==> src/rtl/ext_irq_pkg.sv <==
package ext_irq_pkg;
  localparam int unsigned SENSE_W = 6;
  typedef logic [SENSE_W-1:0] sense_t;

  localparam sense_t SENSE_LVL_LO  = 6'h01;
  localparam sense_t SENSE_LVL_HI  = 6'h02;
  localparam sense_t SENSE_FALL    = 6'h04;
  localparam sense_t SENSE_RISE    = 6'h08;
  localparam sense_t SENSE_ANYEDGE = 6'h0C;

  localparam int unsigned OFS_EN_CLR  = 'h004;
  localparam int unsigned OFS_EN_SET  = 'h008;
  localparam int unsigned OFS_STATUS  = 'h100;
  localparam int unsigned OFS_CFG     = 'h180;
  localparam int unsigned MAX_LINES   = 32;
endpackage

==> src/rtl/ext_irq_sync.sv <==
module ext_irq_sync #(
  parameter int unsigned WIDTH = 32
) (
  input  logic             clk_i,
  input  logic             rst_ni,
  input  logic [WIDTH-1:0] d_i,
  output logic [WIDTH-1:0] q_o
);
  logic [WIDTH-1:0] meta_q, sync_q;

  always_ff @(posedge clk_i or negedge rst_ni) begin
    if (!rst_ni) begin
      meta_q <= '0;
      sync_q <= '0;
    end else begin
      meta_q <= d_i;
      sync_q <= meta_q;
    end
  end

  assign q_o = sync_q;
endmodule

==> src/rtl/ext_irq_sense.sv <==
module ext_irq_sense
  import ext_irq_pkg::*;
(
  input  logic   clk_i,
  input  logic   rst_ni,
  input  logic   level_i,
  input  sense_t mode_i,
  output logic   det_o
);
  logic prev_q;

  always_ff @(posedge clk_i or negedge rst_ni) begin
    if (!rst_ni) prev_q <= 1'b0;
    else         prev_q <= level_i;
  end

  logic fall, rise;
  assign fall = prev_q & ~level_i;
  assign rise = ~prev_q & level_i;

  always_comb begin
    unique case (mode_i)
      SENSE_LVL_LO:  det_o = ~level_i;
      SENSE_LVL_HI:  det_o = level_i;
      SENSE_FALL:    det_o = fall;
      SENSE_RISE:    det_o = rise;
      SENSE_ANYEDGE: det_o = fall | rise;
      default:       det_o = 1'b0;
    endcase
  end

  // unknown codes stay silent
  a_r7_unknown_silent: assert property (@(posedge clk_i) disable iff (!rst_ni)
    (mode_i != SENSE_LVL_LO && mode_i != SENSE_LVL_HI && mode_i != SENSE_FALL &&
     mode_i != SENSE_RISE && mode_i != SENSE_ANYEDGE) |-> !det_o);

  // edge modes need a sample change
  a_r6_edge_needs_change: assert property (@(posedge clk_i) disable iff (!rst_ni)
    (mode_i == SENSE_ANYEDGE && level_i == prev_q) |-> !det_o);
endmodule

==> src/rtl/ext_irq_ctrl.sv <==
module ext_irq_ctrl
  import ext_irq_pkg::*;
#(
  parameter int unsigned N_LINES = 32,
  parameter int unsigned ADDR_W  = 10
) (
  input  logic               clk_i,
  input  logic               rst_ni,
  input  logic [N_LINES-1:0] pin_i,
  input  logic               we_i,
  input  logic [ADDR_W-1:0]  addr_i,
  input  logic [31:0]        wdata_i,
  output logic [31:0]        rdata_o,
  output logic [N_LINES-1:0] irq_o
);
  localparam int unsigned IDX_W   = 5;
  localparam int unsigned BLK_W   = ADDR_W - 7;
  localparam logic [BLK_W-1:0] CFG_BLK = BLK_W'(OFS_CFG >> 7);

  logic [N_LINES-1:0] pin_s, det, en_q, stat_q;
  sense_t             cfg_q [N_LINES];

  logic hit_clr, hit_set, hit_stat, hit_cfg;
  logic [IDX_W-1:0] cfg_idx;

  assign hit_clr  = addr_i == ADDR_W'(OFS_EN_CLR);
  assign hit_set  = addr_i == ADDR_W'(OFS_EN_SET);
  assign hit_stat = addr_i == ADDR_W'(OFS_STATUS);
  assign hit_cfg  = (addr_i[ADDR_W-1:7] == CFG_BLK) && (addr_i[1:0] == 2'b00);
  assign cfg_idx  = addr_i[6:2];

  ext_irq_sync #(.WIDTH(N_LINES)) u_sync (
    .clk_i (clk_i),
    .rst_ni(rst_ni),
    .d_i   (pin_i),
    .q_o   (pin_s)
  );

  for (genvar i = 0; i < N_LINES; i++) begin : g_line
    ext_irq_sense u_sense (
      .clk_i  (clk_i),
      .rst_ni (rst_ni),
      .level_i(pin_s[i]),
      .mode_i (cfg_q[i]),
      .det_o  (det[i])
    );

    always_ff @(posedge clk_i or negedge rst_ni) begin
      if (!rst_ni) cfg_q[i] <= '0;
      else if (we_i && hit_cfg && cfg_idx == IDX_W'(i)) cfg_q[i] <= wdata_i[SENSE_W-1:0];
    end
  end

  logic [N_LINES-1:0] wbits, stat_clr;
  assign wbits    = wdata_i[N_LINES-1:0];
  assign stat_clr = (we_i && hit_stat) ? wbits : '0;

  always_ff @(posedge clk_i or negedge rst_ni) begin
    if (!rst_ni) begin
      en_q   <= '0;
      stat_q <= '0;
    end else begin
      if (we_i && hit_set)      en_q <= en_q | wbits;
      else if (we_i && hit_clr) en_q <= en_q & ~wbits;
      stat_q <= (stat_q & ~stat_clr) | det;  // detection wins over clear
    end
  end

  assign irq_o = stat_q & en_q;

  always_comb begin
    rdata_o = '0;
    if (hit_clr || hit_set) rdata_o[N_LINES-1:0] = en_q;
    else if (hit_stat)      rdata_o[N_LINES-1:0] = stat_q;
    else if (hit_cfg) begin
      for (int i = 0; i < N_LINES; i++)
        if (cfg_idx == IDX_W'(i)) rdata_o[SENSE_W-1:0] = cfg_q[i];
    end
  end

  a_r2_en_set: assert property (@(posedge clk_i) disable iff (!rst_ni)
    (we_i && hit_set) |=> ((en_q & $past(wbits)) == $past(wbits)));

  a_r3_en_clr: assert property (@(posedge clk_i) disable iff (!rst_ni)
    (we_i && hit_clr) |=> ((en_q & $past(wbits)) == '0));

  a_r8_clear_takes: assert property (@(posedge clk_i) disable iff (!rst_ni)
    (we_i && hit_stat) |=> ((stat_q & $past(wbits & ~det)) == '0));

  a_r9_set_wins: assert property (@(posedge clk_i) disable iff (!rst_ni)
    (det != '0) |=> ((stat_q & $past(det)) == $past(det)));

  a_r2_en_hold: assert property (@(posedge clk_i) disable iff (!rst_ni)
    !(we_i && (hit_set || hit_clr)) |=> $stable(en_q));
endmodule

==> config.mk <==
export PLATFORM = sky130hd
export DESIGN_NAME = ext_irq_ctrl
export DESIGN_NICKNAME = d
export VERILOG_FILES = /design/src/rtl/ext_irq_pkg.sv /design/src/rtl/ext_irq_sync.sv /design/src/rtl/ext_irq_sense.sv /design/src/rtl/ext_irq_ctrl.sv
export SDC_FILE = /design/constraint.sdc
export NUM_CORES = 1
export LEC_CHECK = 0
export ABC_AREA = 1
export BUFFER_PORTS_ARGS = -buffer_cell sky130_fd_sc_hd__buf_2
export CAP_MARGIN = 10
export CORE_MARGIN = 5
export CORE_UTILIZATION = 50
export DETAILED_ROUTE_END_ITERATION = 8
export HOLD_SLACK_MARGIN = 0.1
export PLACE_DENSITY = 0.8
export SYNTH_ARGS = -nofsm -noshare
export SYNTH_HDL_FRONTEND = slang
export SYNTH_SLANG_ARGS = --single-unit
==> constraint.sdc <==
create_clock -name clk_i -period 2.7 [get_ports clk_i]
set_input_delay 0.54 -clock clk_i [delete_from_list [all_inputs] [get_ports clk_i]]
set_output_delay 0.54 -clock clk_i [all_outputs]
set_load 0.1 [all_outputs]
==> impl_metrics.csv <==
group,metric,value,unit
status,status,"finished with violations",
status,violations,"setup timing",
synth,synth_top_cell_area_share,50.66,%
pwr,vdd_ir_drop_max,0.4134,mV
pwr,power,0.01195,W
drt,drt_iter0_drc,1590,
global_route,overflow,0,
worst_hold_path,min_path_type,"in -> reg",
drt,viasPerCell,5.553,
global_route,grt_max_degree,75,
worst_setup_path,path_class,"reg -> out",
worst_setup_path,critical-path-max-stage-delay,0.40,ns
cts,cts_tree,"done",
die,ios,141,
timing,slew_headroom,53.43,%
worst_setup_path,crit_fanout,2,
worst_setup_path,rrSetupSlack,0.97,ns
worst_hold_path,hold_start,"pin_i[14]",
pwr,p_per_area,533.5,nW/µm²
global_route,met3_usage,4.821,%
timing,hold_violations,0,
cts,htree_levels,2,
worst_setup_path,crit_path_top_delay_cell,"dfrtp_1",
place,dp_hpwl,37.46,mm
synth,yosysTopAreaCell,"dfrtp_1",
synth,synth.cell_area,17390,µm²
worst_setup_path,timing.rr.end,"stat_q[23]",
layout,syn_to_final_growth,28.83,%
layout,post-route-util,65.01,%
synth,syn-num-nets,2260,
die,rows,68,
drt,dr.pass1.iters,6,
drt,ant_nets,0,
timing,finalMaxSlewViolations,0,
timing,finalWorstSetupSlack,-0.9785,ns
cts,worstSkewPairLatency,0.53,ns
layout,final_cell_count_no_fill,2900,
timing,fmax,0.2718,GHz
global_route,grt_busiest_layer,"met2",
pwr,power.leakage,10.93,nW
worst_setup_path,critPathArrivalTime,3.14,ns
global_route,grt_pass1_vias,16145,
die,die_area,38600,µm²
synth,ys_seq_elements,352,
layout,nets,2560,
worst_setup_path,r2r_start,"u_sync.q_o[23]",
synth,syn_area_per_cell,8.206,µm²
cts,cts.sinks,352,
place,gp_congestion,0.9500,
layout,drive_above_1_share,21.15,%
synth,ys_async_sr_fraction,100.0,%
synth,synth_most_common_cell,"nand2_1",
worst_setup_path,worst_setup_path_end_kind,"output port",
cts,cts.path.max_buffers,3,
worst_setup_path,crit_start,"cfg_q[182]",
cts,cts-root-buf,"clkbuf_16",
synth,synth-seq-area-share,50.66,%
die,fp.coreArea,34460,µm²
global_route,grt.total_usage,27.50,%
synth,yosys-top-cells-count,"nand2_1, dfrtp_1, inv_1",
drt,drc,0,
worst_hold_path,whs_endpoint,"u_sync.meta_q[14]",
die,start_util,50.46,%
drt,wl,53.83,mm
global_route,met2_usage,44.70,%
global_route,use_met1,37.60,%
timing,setup_viol,32,
flow_run,maxCapViolations,0,
worst_setup_path,worstPathRequired,2.16,ns
synth,ys_warn_count,0,
worst_setup_path,crit_path_start_kind,"flop",
worst_setup_path,r2r_cells,6,
place,numPlacedInstances,2812,
synth,synth_edf_count,0,
place,place_ws,-0.9066,ns
synth,synthFlopType,"dfrtp_1",
drt,dr_total_vias,16105,
global_route,grt_first_pass_wirelength,85.72,mm
timing,fin_worst_skew,0.007494,ns
layout,n_antenna_cell,0,
global_route,antenna_found_initial,0,
die,die_w,196.5,µm
timing,rsz0062_at_grt,"true",
worst_hold_path,hold_depth,1,
place,port_buffers,140,
worst_setup_path,crit_chain,"nand2_1 -> nand2_1 -> nor2_2 -> nand4_1 -> nand2_1 -> nand4_1 -> nand2_1 -> nand3_2 -> nand2_2 -> nand3_2 -> nand2_2 -> nand4_1 -> nor2_1 -> nand4_1 -> nand2_1 -> nand4_1 -> nor2_1 -> nand3_1 -> nand2_2 -> nand3_4 -> buf_12",
synth,synth.distinct_cells,40,
timing,hold_ws,0.1125,ns
timing,worstMarginPinSlew,0.6977,ns
cts,cts_buffers,39,
die,die_h,196.5,µm
timing,fin_crit,3.679,ns
drt,wl_per_cell,18.56,µm
timing,fin_crit_sh,136.2,%
synth,synth_cells,2119,
cts,path_clk_slew,0.06,ns
layout,fillers,2729,
synth,netlist_top_cells_area,"dfrtp_1, nand2_1, o21ai_0",
## worst max-delay path, delay by kind of cell, from the launching register on
family,cells,cell delay [ns]
buffers and inverters,1,0.18
AND/OR/NAND/NOR,20,2.04
flip-flops,1,0.40
## what timing repair did
item / 4_1_cts / 5_1_grt
pin swaps: 10 / 40
endpoints found under the hold margin: 47 / 1
gates cloned: 3 / 1
hold buffers: 1 / 1
buffers inserted: 5 / 12
gates resized for setup: 33 / 40
setup endpoints to repair: 32 / 32
## state kept, by name (all words and copies together), names as in the netlist, named ones only
register and count:
u_sync.meta_q 32, g_line.u_sense.prev_q 32, stat_q 32, u_sync.q_o 32, cfg_q 192
## how the worst max path moves through the flow
stage / end / slack [ns] / cells after the start
after floorplan: rdata_o[3] / -0.17 / 26
after global placement: rdata_o[1] / -0.88 / 27
after detailed placement: rdata_o[2] / -0.91 / 25
after CTS: rdata_o[2] / -0.92 / 21
after global routing: rdata_o[2] / -1.17 / 21
final: rdata_o[2] / -0.98 / 21
## where the power goes
part           internal (W)  switching, W
sequential          0.00544      0.000131
combinational      0.000349      0.000713
clock               0.00316       0.00216
## cells in the final DEF, fill, tap and decap left out, types with 3 or more instances in the layout
master,Yosys,layout
o21ai_0,288,286
buf_8,0,3
buf_4,0,171
clkbuf_16,0,41
clkbuf_1,66,7
a31oi_1,22,22
o21ai_1,9,11
buf_12,0,45
nand3_4,0,6
nand2_4,1,7
inv_2,11,14
buf_2,3,103
a22o_4,0,11
o32ai_1,22,22
nor2_2,9,14
ha_1,64,64
bufinv_16,0,3
o41ai_1,6,6
buf_6,2,3
a21oi_1,58,58
clkbuf_8,0,6
nand2_2,8,25
nor2_1,92,81
dfrtp_1,352,352
o31ai_1,5,5
clkinv_2,0,9
nand3_2,1,15
o211ai_1,9,9
nand2_1,521,498
nand3_1,79,59
nor2_4,5,11
inv_1,351,346
a311oi_1,23,23
nand4_1,54,54
nor3_1,15,14
a32o_4,0,13
## cells by family after synthesis
kind of cell | share of synthesized area (%)
flops | 50.66
compound gates | 15.95
fa+ha+maj | 4.605
buf+inv | 9.534
simple gates | 19.26
## layout make-up
cell class                      instances  area [µm²]  area share [%]
Clock buffer                           53        1110           4.954
Clock inverter                         14       160.2          0.7149
Inverter                              365        1383           6.172
Multi-Input combinational cell       1331        7492           33.45
Sequential cell                       352        8808           39.32
Tap cell                              455       569.3           2.541
Timing Repair Buffer                  330        2879           12.85
## per-layer routing
layer	part of all wire [%]	wire length, µm
met5	0	0
met4	4.0	2178
met3	9.0	4843
met2	46	24950
met1	41	21850
## stage by stage
| step | setup TNS, ns | cell area, µm² |
|---|---|---|
| after floorplan | -1.468 | 17780 |
| after global placement | -13.50 | 20650 |
| after detailed placement | -13.67 | 20650 |
| after CTS | -5.870 | 22180 |
| after global routing | -9.805 | 22400 |
| final | -7.389 | 22400 |
(Power assumes the default switching activity.)
